--- config.mk ---
export PLATFORM = sky130hd
export DESIGN_NAME = usb_devaddr_reg
export DESIGN_NICKNAME = d
export VERILOG_FILES = /design/src/rtl/usb_devaddr_pkg.sv /design/src/rtl/devaddr_state.sv /design/src/rtl/devaddr_event.sv /design/src/rtl/devaddr_match.sv /design/src/rtl/usb_devaddr_reg.sv
export SDC_FILE = /design/constraint.sdc
export NUM_CORES = 1
export LEC_CHECK = 0
export BUFFER_PORTS_ARGS = -buffer_cell sky130_fd_sc_hd__buf_2
export CAP_MARGIN = 20
export CORE_MARGIN = 1
export CORE_UTILIZATION = 30
export CTS_CLUSTER_DIAMETER = 120
export CTS_CLUSTER_SIZE = 10
export DETAILED_ROUTE_END_ITERATION = 16
export PLACE_DENSITY = 0.71
export SLEW_MARGIN = 20
export SYNTH_ARGS = -nofsm -noshare
export SYNTH_HDL_FRONTEND = slang
export SYNTH_SLANG_ARGS = --single-unit
--- constraint.sdc ---
create_clock -name clk -period 2.15 [get_ports clk]
set_input_delay 0.1075 -clock clk [delete_from_list [all_inputs] [get_ports clk]]
set_output_delay 0.1075 -clock clk [all_outputs]
set_load 0.01 [all_outputs]
--- src/rtl/usb_devaddr_pkg.sv ---
package usb_devaddr_pkg;

    localparam int REG_W    = 32;
    localparam int ADDR_W   = 7;
    localparam int ADDR_LSB = REG_W - ADDR_W;
    localparam int ADV_POS  = ADDR_LSB - 1;
    localparam int RSVD_W   = ADV_POS;

    typedef logic [ADDR_W-1:0] addr_t;

    // Register state carried between modules
    typedef struct packed {
        addr_t active;
        addr_t held;
        logic  adv;
    } addr_state_t;

    // Decoded write request
    typedef struct packed {
        logic  valid;
        addr_t addr;
        logic  adv;
    } wr_req_t;

    typedef enum logic [1:0] {
        EV_NONE   = 2'd0,
        EV_COMMIT = 2'd1,
        EV_DROP   = 2'd2
    } ep0_ev_e;

    function automatic wr_req_t decode_write(input logic en, input logic [REG_W-1:0] d);
        wr_req_t r;
        r.valid = en;
        r.addr  = d[REG_W-1:ADDR_LSB];
        r.adv   = d[ADV_POS];
        return r;
    endfunction

    function automatic logic [REG_W-1:0] pack_read(input addr_state_t s);
        return {s.active, s.adv, {RSVD_W{1'b0}}};
    endfunction

endpackage

--- src/rtl/devaddr_state.sv ---
module devaddr_state
    import usb_devaddr_pkg::*;
(
    input  logic        clk,
    input  logic        clr,
    input  wr_req_t     wr,
    input  ep0_ev_e     ev,
    output addr_state_t st
);
    addr_state_t after_ev;
    addr_state_t nxt;

    // Endpoint-0 events are handled first
    always_comb begin
        after_ev = st;
        if (st.adv) begin
            unique case (ev)
                EV_COMMIT: begin
                    after_ev.active = st.held;
                    after_ev.adv    = 1'b0;
                end
                EV_DROP:   after_ev.adv = 1'b0;
                default:   ;
            endcase
        end
    end

    // The register write is then applied on top of the event result
    always_comb begin
        nxt = after_ev;
        if (wr.valid) begin
            nxt.adv = wr.adv;
            if (wr.adv) nxt.held   = wr.addr;
            else        nxt.active = wr.addr;
        end
    end

    always_ff @(posedge clk) begin
        if (clr) st <= '0;
        else     st <= nxt;
    end
endmodule

--- src/rtl/devaddr_event.sv ---
module devaddr_event
    import usb_devaddr_pkg::*;
(
    input  logic    in_ack,
    input  logic    out_setup,
    output ep0_ev_e ev
);
    always_comb begin
        if (in_ack)         ev = EV_COMMIT;
        else if (out_setup) ev = EV_DROP;
        else                ev = EV_NONE;
    end
endmodule

--- src/rtl/devaddr_match.sv ---
module devaddr_match
    import usb_devaddr_pkg::*;
(
    input  addr_t active,
    input  addr_t tok,
    output logic  hit
);
    logic is_default;
    assign is_default = (active == '0);
    assign hit        = is_default | (tok == active);
endmodule

--- src/rtl/usb_devaddr_reg.sv ---
module usb_devaddr_reg
    import usb_devaddr_pkg::*;
(
    input  logic              clk,
    input  logic              rst,
    input  logic              usb_rst,
    input  logic              wr_en,
    input  logic [REG_W-1:0]  wr_data,
    output logic [REG_W-1:0]  rd_data,
    input  logic              ep0_in_ack,
    input  logic              ep0_out_setup,
    input  logic [ADDR_W-1:0] tok_addr,
    output logic [ADDR_W-1:0] dev_addr,
    output logic              addr_match
);
    addr_state_t st;
    wr_req_t     wr;
    ep0_ev_e     ev;
    logic        clr;

    assign clr = rst | usb_rst;
    assign wr  = decode_write(wr_en, wr_data);

    devaddr_event u_event (
        .in_ack    (ep0_in_ack),
        .out_setup (ep0_out_setup),
        .ev        (ev)
    );

    devaddr_state u_state (
        .clk (clk),
        .clr (clr),
        .wr  (wr),
        .ev  (ev),
        .st  (st)
    );

    devaddr_match u_match (
        .active (st.active),
        .tok    (tok_addr),
        .hit    (addr_match)
    );

    assign dev_addr = st.active;
    assign rd_data  = pack_read(st);
endmodule

== After elaboration in Yosys (flattened, before gate mapping) ==
Cells that the tools add are included.

* Flip-flop bits (word level): 15
* Output and inout port bits: 40
* Input bits: 45

* Reduce and logical (&&, ||, !) cells: 3
* Eq/ne operators: 3
* Mux-type cells: 9
* Bitwise operators: 2

{| class="wikitable"
|+ Operators with widths
! kind !! number
|-
| 7-bit two-way mux || 4
|-
| 15-bit two-way mux || 1
|-
| 7-bit == test || 1
|-
| 7-bit zero test || 1
|-
| 2-bit two-way mux || 2
|-
| 2-bit by 1-bit == test with 1-bit output, second input constant || 1
|-
| 2-bit == test, second input constant || 1
|-
| 1-bit two-way mux || 2
|-
| 1-bit OR || 2
|-
| 2-bit AND reduction || 1
|-
| 2-bit OR reduction || 1
|}

== Longest topological paths before layout ==
Gate-level depths: netlist (run 1).

* Word-level depth: 7
* Gate-level depth with buffers: 5
* Gate-level depth less buffers: 3

== Hierarchy ==
From an unflattened synthesis (run 1), not the netlist that was laid out.

* Cell total of the unflattened synthesis: 125
* Area, all modules: 1113.6 um^2

{| class="wikitable"
|+ By module, submodules not included
! module !! cells an instance !! area each (um^2) !! seq. area each (um^2) !! instances
|-
| devaddr_state || 78 || 750.7 || 300.3 || 1
|-
| usb_devaddr_reg || 33 || 242.7 || 0.0 || 1
|-
| devaddr_match || 12 || 98.8 || 0.0 || 1
|-
| devaddr_event || 2 || 21.3 || 0.0 || 1
|}

== Worst setup path after synthesis (run 1) ==
OpenSTA, ideal clock, no wires.

* Kind: reg2out
* Start point: register u_state.st[9] (netlist name)
* End point: output addr_match
* Arrival: 1.037 ns
* Path slack: 1.006 ns
* Data required time: 2.043 ns
* Cell stages (with the launch flop): 4
* Cells stage by stage: dfxtp_1 > xnor2_1 > nand4_1 > o41ai_1

* Word-level cells in the longest chain between the ends: 2
* Elaborated cells on any way between the ends: 3
* Classes of those cells: 1 x eq/ne; 1 x bitwise; 1 x reduce/logical

{| class="wikitable"
|+ Ends and longest elaborated chain
! item !! RTL line !! text
|-
| 7-bit == test / 7-bit zero test (equally long branches) || devaddr_match.sv:10, devaddr_match.sv:9 ||
|-
| 1-bit OR * || devaddr_match.sv:10 || <nowiki>assign hit = is_default | (tok == active);</nowiki>
|-
| to (decl) || usb_devaddr_reg.sv:14 || <nowiki>output logic addr_match</nowiki>
|}

Every way passes the cells marked *; elsewhere a longest branch is shown, timed or not.

== Final worst setup path (run 1) ==
* Start point: register u_state.st[10] (netlist name)
* End point: output addr_match

* Word-level cells in the longest chain between the ends: 2
* Elaborated cells on any way between the ends: 3
* Classes of those cells: 1 x eq/ne; 1 x bitwise; 1 x reduce/logical

{| class="wikitable"
|+ Ends and longest elaborated chain
! item !! RTL line
|-
| 7-bit == test / 7-bit zero test (equally long branches) || devaddr_match.sv:10, devaddr_match.sv:9
|-
| 1-bit OR * || devaddr_match.sv:10
|}

Marked as above.

==> results.env, run 1 <==
DRT-INITIAL-DRC-COUNT=29
SYN-INSTANCE-COUNT=129
CLOCK_SINK_COUNT=15
POWER_DENSITY_nW_PER_UM2=544
YS_TYPES=23
GRT_OVERFLOW_TOTAL=0
CLOCK-ROOT-BUFFER='sky130_fd_sc_hd__clkbuf_4'
CRIT_PATH_MAX_INCR_DELAY_NS=0.42
LAYOUT.CELLS.MOST_COMMON='sky130_fd_sc_hd__buf_2'
DIE_HEIGHT_UM=60.7
TIMING.CRITICAL_PATH.BUF_INV=1
GRT_FIRST_PASS_WIRELENGTH_MM=2.65
GRT_START_MAX_NET_PINS=16
CRITICAL-PATH-TOP-DELAY-FAMILY='flip-flops'
BOUNDARYPINS=85
P_TOTAL_uW=563
LARGEST_REGISTER_FFS=15
DESIGN.CORE.AREA_SQ_UM=3150
PROPORTION_OF_LAYOUT_CELLS_WITH_A_DRIVE_SUFFIX_ABOVE_1=0.288
ANTENNA-DIODE-COUNT=0
DRT_FIRST_PASS_ITERS=4
FLOORPLAN.DIE.WIDTH_UM=60.7
CLK_PIN_SLEW_NS=0.09
LEAKAGEPOWER_nW=0.468
CTS.REPAIR.RESIZED=0
ROUTABILITY_CONGESTION=0.761
DRT-WIRELENGTH-PER-CELL_UM=9.73
SETUP.WORST_PATH.END_CLASS='output port'
STATUS='complete, no violations'
GRT_PASS1_VIAS=543
LAYOUT.CELLS.MOST_COMMON_LIST='sky130_fd_sc_hd__buf_2 (36), sky130_fd_sc_hd__conb_1 (24), sky130_fd_sc_hd__nand2_1 (17)'
SYN_AREA_SQ_UM=1030
YOSYS_WARNINGS=0
DETAILEDPLACEMENTHPWL_MM=1.42
YS_FF_LATCH=15
START_KIND='flip-flop'
IR_DROP_V=0.000195
WORST_EP_ARRIVAL_TIME_NS=1.36
TRITONCTS='built'
ANTENNA_FOUND_INITIAL=0
SYN2LAYOUT_AREA_GROWTH_PCT=-0.0000968
REG.LARGEST.LIST='u_state.st (15)'
GRT_SETUP_UNREPAIRED='no'
POST_DRT_VIA_CELL_RATIO=4.19
REPORT.FINAL.SETUP_VIOL=0
POST-ROUTE-UTIL=0.328
FMAX_GHz=0.683
DETAIL_ROUTE.WIRELENGTH_MM=1.85
GLOBAL_ROUTE_USAGE_SUM=0.0986
NETLIST_TOP_CELLS_AREA='sky130_fd_sc_hd__buf_4 (30%), sky130_fd_sc_hd__dfxtp_1 (29%), sky130_fd_sc_hd__nand3_1 (6.8%)'
CTSHOLDBUFFERS=0
CAP_VIOL_MAX_COUNT=0
PLACEMENT_ROWS=20
FINAL_HOLD_VIOL_COUNT=0
DIE_AREA_SQ_UM=3680
CRITPATHREQUIREDTIME_NS=2.04
FINAL_SETUP_TNS_NS=0
CLK-INSERTION-DELAY-LATE_NS=0.29
YS_SEQ_AREA_FRAC=0.291
SYNTH_TOP_CELL_BY_AREA='sky130_fd_sc_hd__buf_4'
INITIAL_CORE_UTILIZATION=0.328
TOTAL_SETUP_BUFFERS_INSERTED_AFTER_CTS=0
TIMING.FINAL.MAX_SLEW_VIOLATIONS=0
ANT_NETS=0
WORST_CLOCK_SKEW_NS=0.000474
CTS_MAX_LEVEL=1
WORSTHOLDPATHTYPE='in2reg'
TOTAL_NETS_FINAL=192
CRIT_PATH_CELL_TRACE='xnor2_1, nand4_1, o41ai_1, buf_2'
SYN_AREA_PER_CELL_SQ_UM=8.01
CRIT_TYPE='reg2out'
VIA_COUNT=796
MIN_PERIOD_NS=1.46
CRITPATHSLOWESTCELL='sky130_fd_sc_hd__dfxtp_1'
LARGEST_REGISTER='u_state.st'
IO_BUFFER_COUNT=36
CTS.PATH.MAX_BUFFERS=2
YOSYSTOPAREACELLSHARE=0.298
LEAST_MARGIN_PIN_SLEW_NS=0.532
CRITICAL_PATH_PEAK_FANOUT=5
FILLER_CELL_COUNT=368
FINAL_CYCLE_UTILIZATION_OF_THE_CRITICAL_PATH=0.681
FIN_WORST_HOLD_SLACK_NS=0.0767
DRT_DRC_VIOLATIONS_LEFT=0
TRITONCTS_BUFFER_COUNT=3
SLEW_HEADROOM=0.645
==> path summary, 6_finish.rpt <==
path,start,endpoint,slack (ns),cells after the start
setup reg to reg,u_state.st[0],u_state.st[0],0.93,2
hold reg to reg,u_state.st[4],u_state.st[4],0.46,2
setup / recovery,u_state.st[10],addr_match,0.69,4
hold / removal,wr_data[30],u_state.st[6],0.08,3
==> through the flow <==
stage	cells	setup slack (ns)	area, sq um
2_1_floorplan	152	1.01	1120
3_3_place_gp	186	0.950	1010
3_5_place_dp	186	0.941	1010
4_1_cts	190	0.666	1030
5_1_grt	190	0.557	1030
6_report	190	0.686	1030
==> worst reg2reg max path, cell delays in order, from the launching register on <==
cell and delay, ns:
sky130_fd_sc_hd__dfxtp_1 0.52, sky130_fd_sc_hd__or4b_4 0.51, sky130_fd_sc_hd__a21oi_2 0.14
==> area by class of cell <==
class	instances	area [sq um]	area share
sequential	15	300	0.291
multi-input combinational	91	472	0.456
timing repair buffer	36	180	0.174
tap	44	55.1	0.0533
clock buffer	4	26.3	0.0254
==> synth_stat cells, drive strengths merged <==
cell type,instances
buf,44
a311oi,7
nor2,7
conb,1
clkbuf,2
xnor2,4
nand4,1
xor2,3
or4b,1
a21oi,8
or2,1
dfxtp,15
nand2b,1
o41ai,1
nand3,14
nor3,1
nand2,17
nor4,1
==> cells by family (layout without fill, tap and decap cells) <==
group | count (synthesis) | in the layout | share of synthesized area
AO/OA/AOI/OAI | 16 | 16 | 0.110
flip-flops | 15 | 15 | 0.291
other | 1 | 24 | 0.00363
AND/OR/NAND/NOR | 44 | 44 | 0.200
buffers and inverters | 46 | 40 | 0.337
XOR/XNOR | 7 | 7 | 0.0593
==> report_power, final <==
group	switching, mW	internal, mW	total (mW)
clock	0.0928	0.0722	0.165
sequential	0.00865	0.285	0.294
combinational	0.0653	0.0382	0.104
total	0.167	0.396	0.563
==> layer usage <==
metal | routed length (um) | track usage
met5 | 0 | 0
met4 | 23 | 0.0584
met3 | 203 | 0.0213
met2 | 758 | 0.129
met1 | 863 | 0.146
Power figures use the tool's default switching activity.
==> run 2: changes to the inputs <==
==> constraint.sdc (replaced) <==
create_clock -name clk -period 1.5 [get_ports clk]
set_input_delay 0.075 -clock clk [delete_from_list [all_inputs] [get_ports clk]]
set_output_delay 0.075 -clock clk [all_outputs]
set_load 0.01 [all_outputs]
==> run 2 against run 1 <==
  * Clock power up 40%
  * Largest cell class unchanged
  * Critical endpoint unchanged
  * Total power up 44%
  * Critical path depth down 1
  * Sequential power up 43%
  * Setup slack worse by 0.59 ns
  * Highest routed layer unchanged
  * Critical path type unchanged
  * Utilization up 0.71 points
==> results.env, run 2 (synthesized netlist as in run 1, its figures left out) <==
GRT_START_MAX_NET_PINS=16  # unchanged
VIA_COUNT=825  # +3.6%
TRITONCTS_BUFFER_COUNT=3  # unchanged
DRT-INITIAL-DRC-COUNT=24  # -17%
IR_DROP_V=0.000262  # +35%
CTS_MAX_LEVEL=1  # unchanged
TIMING.CRITICAL_PATH.BUF_INV=1  # unchanged
POWER_DENSITY_nW_PER_UM2=767  # +41%
DIE_AREA_SQ_UM=3680  # unchanged
WORST_EP_ARRIVAL_TIME_NS=1.33  # -0.03 ns
FIN_WORST_HOLD_SLACK_NS=0.0443  # -0.0324 ns
CRIT_TYPE='reg2out'
CRITPATHSLOWESTCELL='sky130_fd_sc_hd__dfxtp_2'
REG.LARGEST.LIST='u_state.st (15)'
DRT_FIRST_PASS_ITERS=4  # unchanged
LEAKAGEPOWER_nW=0.478  # +2.3%
DETAILEDPLACEMENTHPWL_MM=1.43  # +0.85%
FINAL_HOLD_VIOL_COUNT=0  # unchanged
CAP_VIOL_MAX_COUNT=0  # unchanged
CTSHOLDBUFFERS=0  # unchanged
ANT_NETS=0  # unchanged
DETAIL_ROUTE.WIRELENGTH_MM=1.94  # +4.8%
CLOCK_SINK_COUNT=15  # unchanged
PLACED_CELLS=187  # +0.54%
STATUS='complete, no violations'
GRT_OVERFLOW_TOTAL=0  # unchanged
BOUNDARYPINS=85  # unchanged
FILLER_CELL_COUNT=360  # -2.2%
LARGEST_REGISTER_FFS=15  # unchanged
CRITICAL-PATH-TOP-DELAY-FAMILY='flip-flops'
ROUTABILITY_CONGESTION=0.750  # -1.4%
LAYOUT.CELLS.MOST_COMMON='sky130_fd_sc_hd__buf_2'
WORSTHOLDPATHTYPE='in2reg'
CTS.PATH.MAX_BUFFERS=2  # unchanged
GRT_FIRST_PASS_WIRELENGTH_MM=2.78  # +4.9%
REPORT.FINAL.SETUP_VIOL=0  # unchanged
LAYOUT.CELLS.MOST_COMMON_LIST='sky130_fd_sc_hd__buf_2 (36), sky130_fd_sc_hd__conb_1 (24), sky130_fd_sc_hd__nand2_1 (17)'
SYN2LAYOUT_AREA_GROWTH_PCT=2.18
CTS.REPAIR.RESIZED=0  # unchanged
CLOCK-ROOT-BUFFER='sky130_fd_sc_hd__clkbuf_4'
CLK-INSERTION-DELAY-LATE_NS=0.29  # about the same
DIE_HEIGHT_UM=60.7  # unchanged
P_TOTAL_uW=809  # +44%
DRT_DRC_VIOLATIONS_LEFT=0  # unchanged
TOTAL_NETS_FINAL=193  # +0.52%
TIMING.FINAL.MAX_SLEW_VIOLATIONS=0  # unchanged
SLEW_HEADROOM=0.649  # +0.00409
PROPORTION_OF_LAYOUT_CELLS_WITH_A_DRIVE_SUFFIX_ABOVE_1=0.340  # +0.0525
CRIT_PATH_CELL_TRACE='xor2_1, o41ai_2, buf_2'
POST_DRT_VIA_CELL_RATIO=4.32  # +3.1%
IO_BUFFER_COUNT=36  # unchanged
ANTENNA_FOUND_INITIAL=0  # unchanged
STDCELL_COUNT=191  # +0.53%
CRIT_PATH_MAX_INCR_DELAY_NS=0.35  # -0.07 ns
FINAL_SETUP_TNS_NS=0  # unchanged
CLK_PIN_SLEW_NS=0.09  # about the same
GRT_PASS1_VIAS=611  # +13%
GLOBAL_ROUTE_USAGE_SUM=0.105  # +0.00631
INITIAL_CORE_UTILIZATION=0.328  # unchanged
WORST_CLOCK_SKEW_NS=0.00294  # +0.00247 ns
MIN_PERIOD_NS=1.41
LEAST_MARGIN_PIN_SLEW_NS=0.526  # -0.00614 ns
LARGEST_REGISTER='u_state.st'
TOTAL_SETUP_BUFFERS_INSERTED_AFTER_CTS=0  # unchanged
SETUP.WORST_PATH.END_CLASS='output port'
TRITONCTS='built'
DESIGN.CORE.AREA_SQ_UM=3150  # unchanged
DRT-WIRELENGTH-PER-CELL_UM=10.1  # +4.2%
START_KIND='flip-flop'
ANTENNA-DIODE-COUNT=0  # unchanged
FMAX_GHz=0.710
FLOORPLAN.DIE.WIDTH_UM=60.7  # unchanged
CRITICAL_PATH_PEAK_FANOUT=5  # unchanged
PLACEMENT_ROWS=20  # unchanged
FINAL_CYCLE_UTILIZATION_OF_THE_CRITICAL_PATH=0.939
CRITPATHREQUIREDTIME_NS=1.42  # -0.62 ns
==> run 2: layer usage <==
| layer | vias to the layer above | global-route usage | wire length, um |
|---|---|---|---|
| li1 | 410 | - | - |
| met1 | 364 | 0.137 | 864 |
| met2 | 46 | 0.152 | 860 |
| met3 | 5 | 0.0213 | 164 |
| met4 | 0 | 0.0779 | 46 |
| met5 | - | 0 | 0 |
==> run 2: worst paths after layout <==
kind,startpoint,endpoint,cells after the start,slack [ns]
setup / recovery,u_state.st[13],addr_match,3,0.09
hold / removal,wr_data[30],u_state.st[6],3,0.04
setup reg to reg,u_state.st[0],u_state.st[9],4,0.40
hold reg to reg,u_state.st[4],u_state.st[4],2,0.46
==> run 2: per-stage QoR <==
step | worst slack [ns] | cell area (sq um) | utilization
final | 0.0922 | 1060 | 0.335
after global routing | -0.0116 | 1060 | 0.335
after CTS | 0.0425 | 1040 | 0.330
after detailed placement | 0.372 | 1010 | 0.322
after global placement | 0.379 | 1010 | 0.322
after floorplan | 0.372 | 1120 | -
==> run 2: final cells by class <==
| class | instances | area, sq um | share of cell area |
|---|---|---|---|
| Tap cell | 44 | 55.1 | 0.0521 |
| Sequential cell | 15 | 308 | 0.291 |
| Timing Repair Buffer | 37 | 188 | 0.178 |
| Clock buffer | 4 | 26.3 | 0.0249 |
| Multi-Input combinational cell | 91 | 479 | 0.454 |
==> run 2: report_power, final <==
part	total (mW)	internal [mW]	leakage, nW	switching [mW]
Sequential	0.421	0.410	0.125	0.0111
Combinational	0.157	0.0577	0.339	0.0993
Clock	0.231	0.103	0.0150	0.128
==> run 2: tightest hold or removal path, delay by kind of cell <==
kind | cells | cell delay [ns]
AO/OA/AOI/OAI | 1 | 0.05
buffers and inverters | 1 | 0.11
AND/OR/NAND/NOR | 1 | 0.06
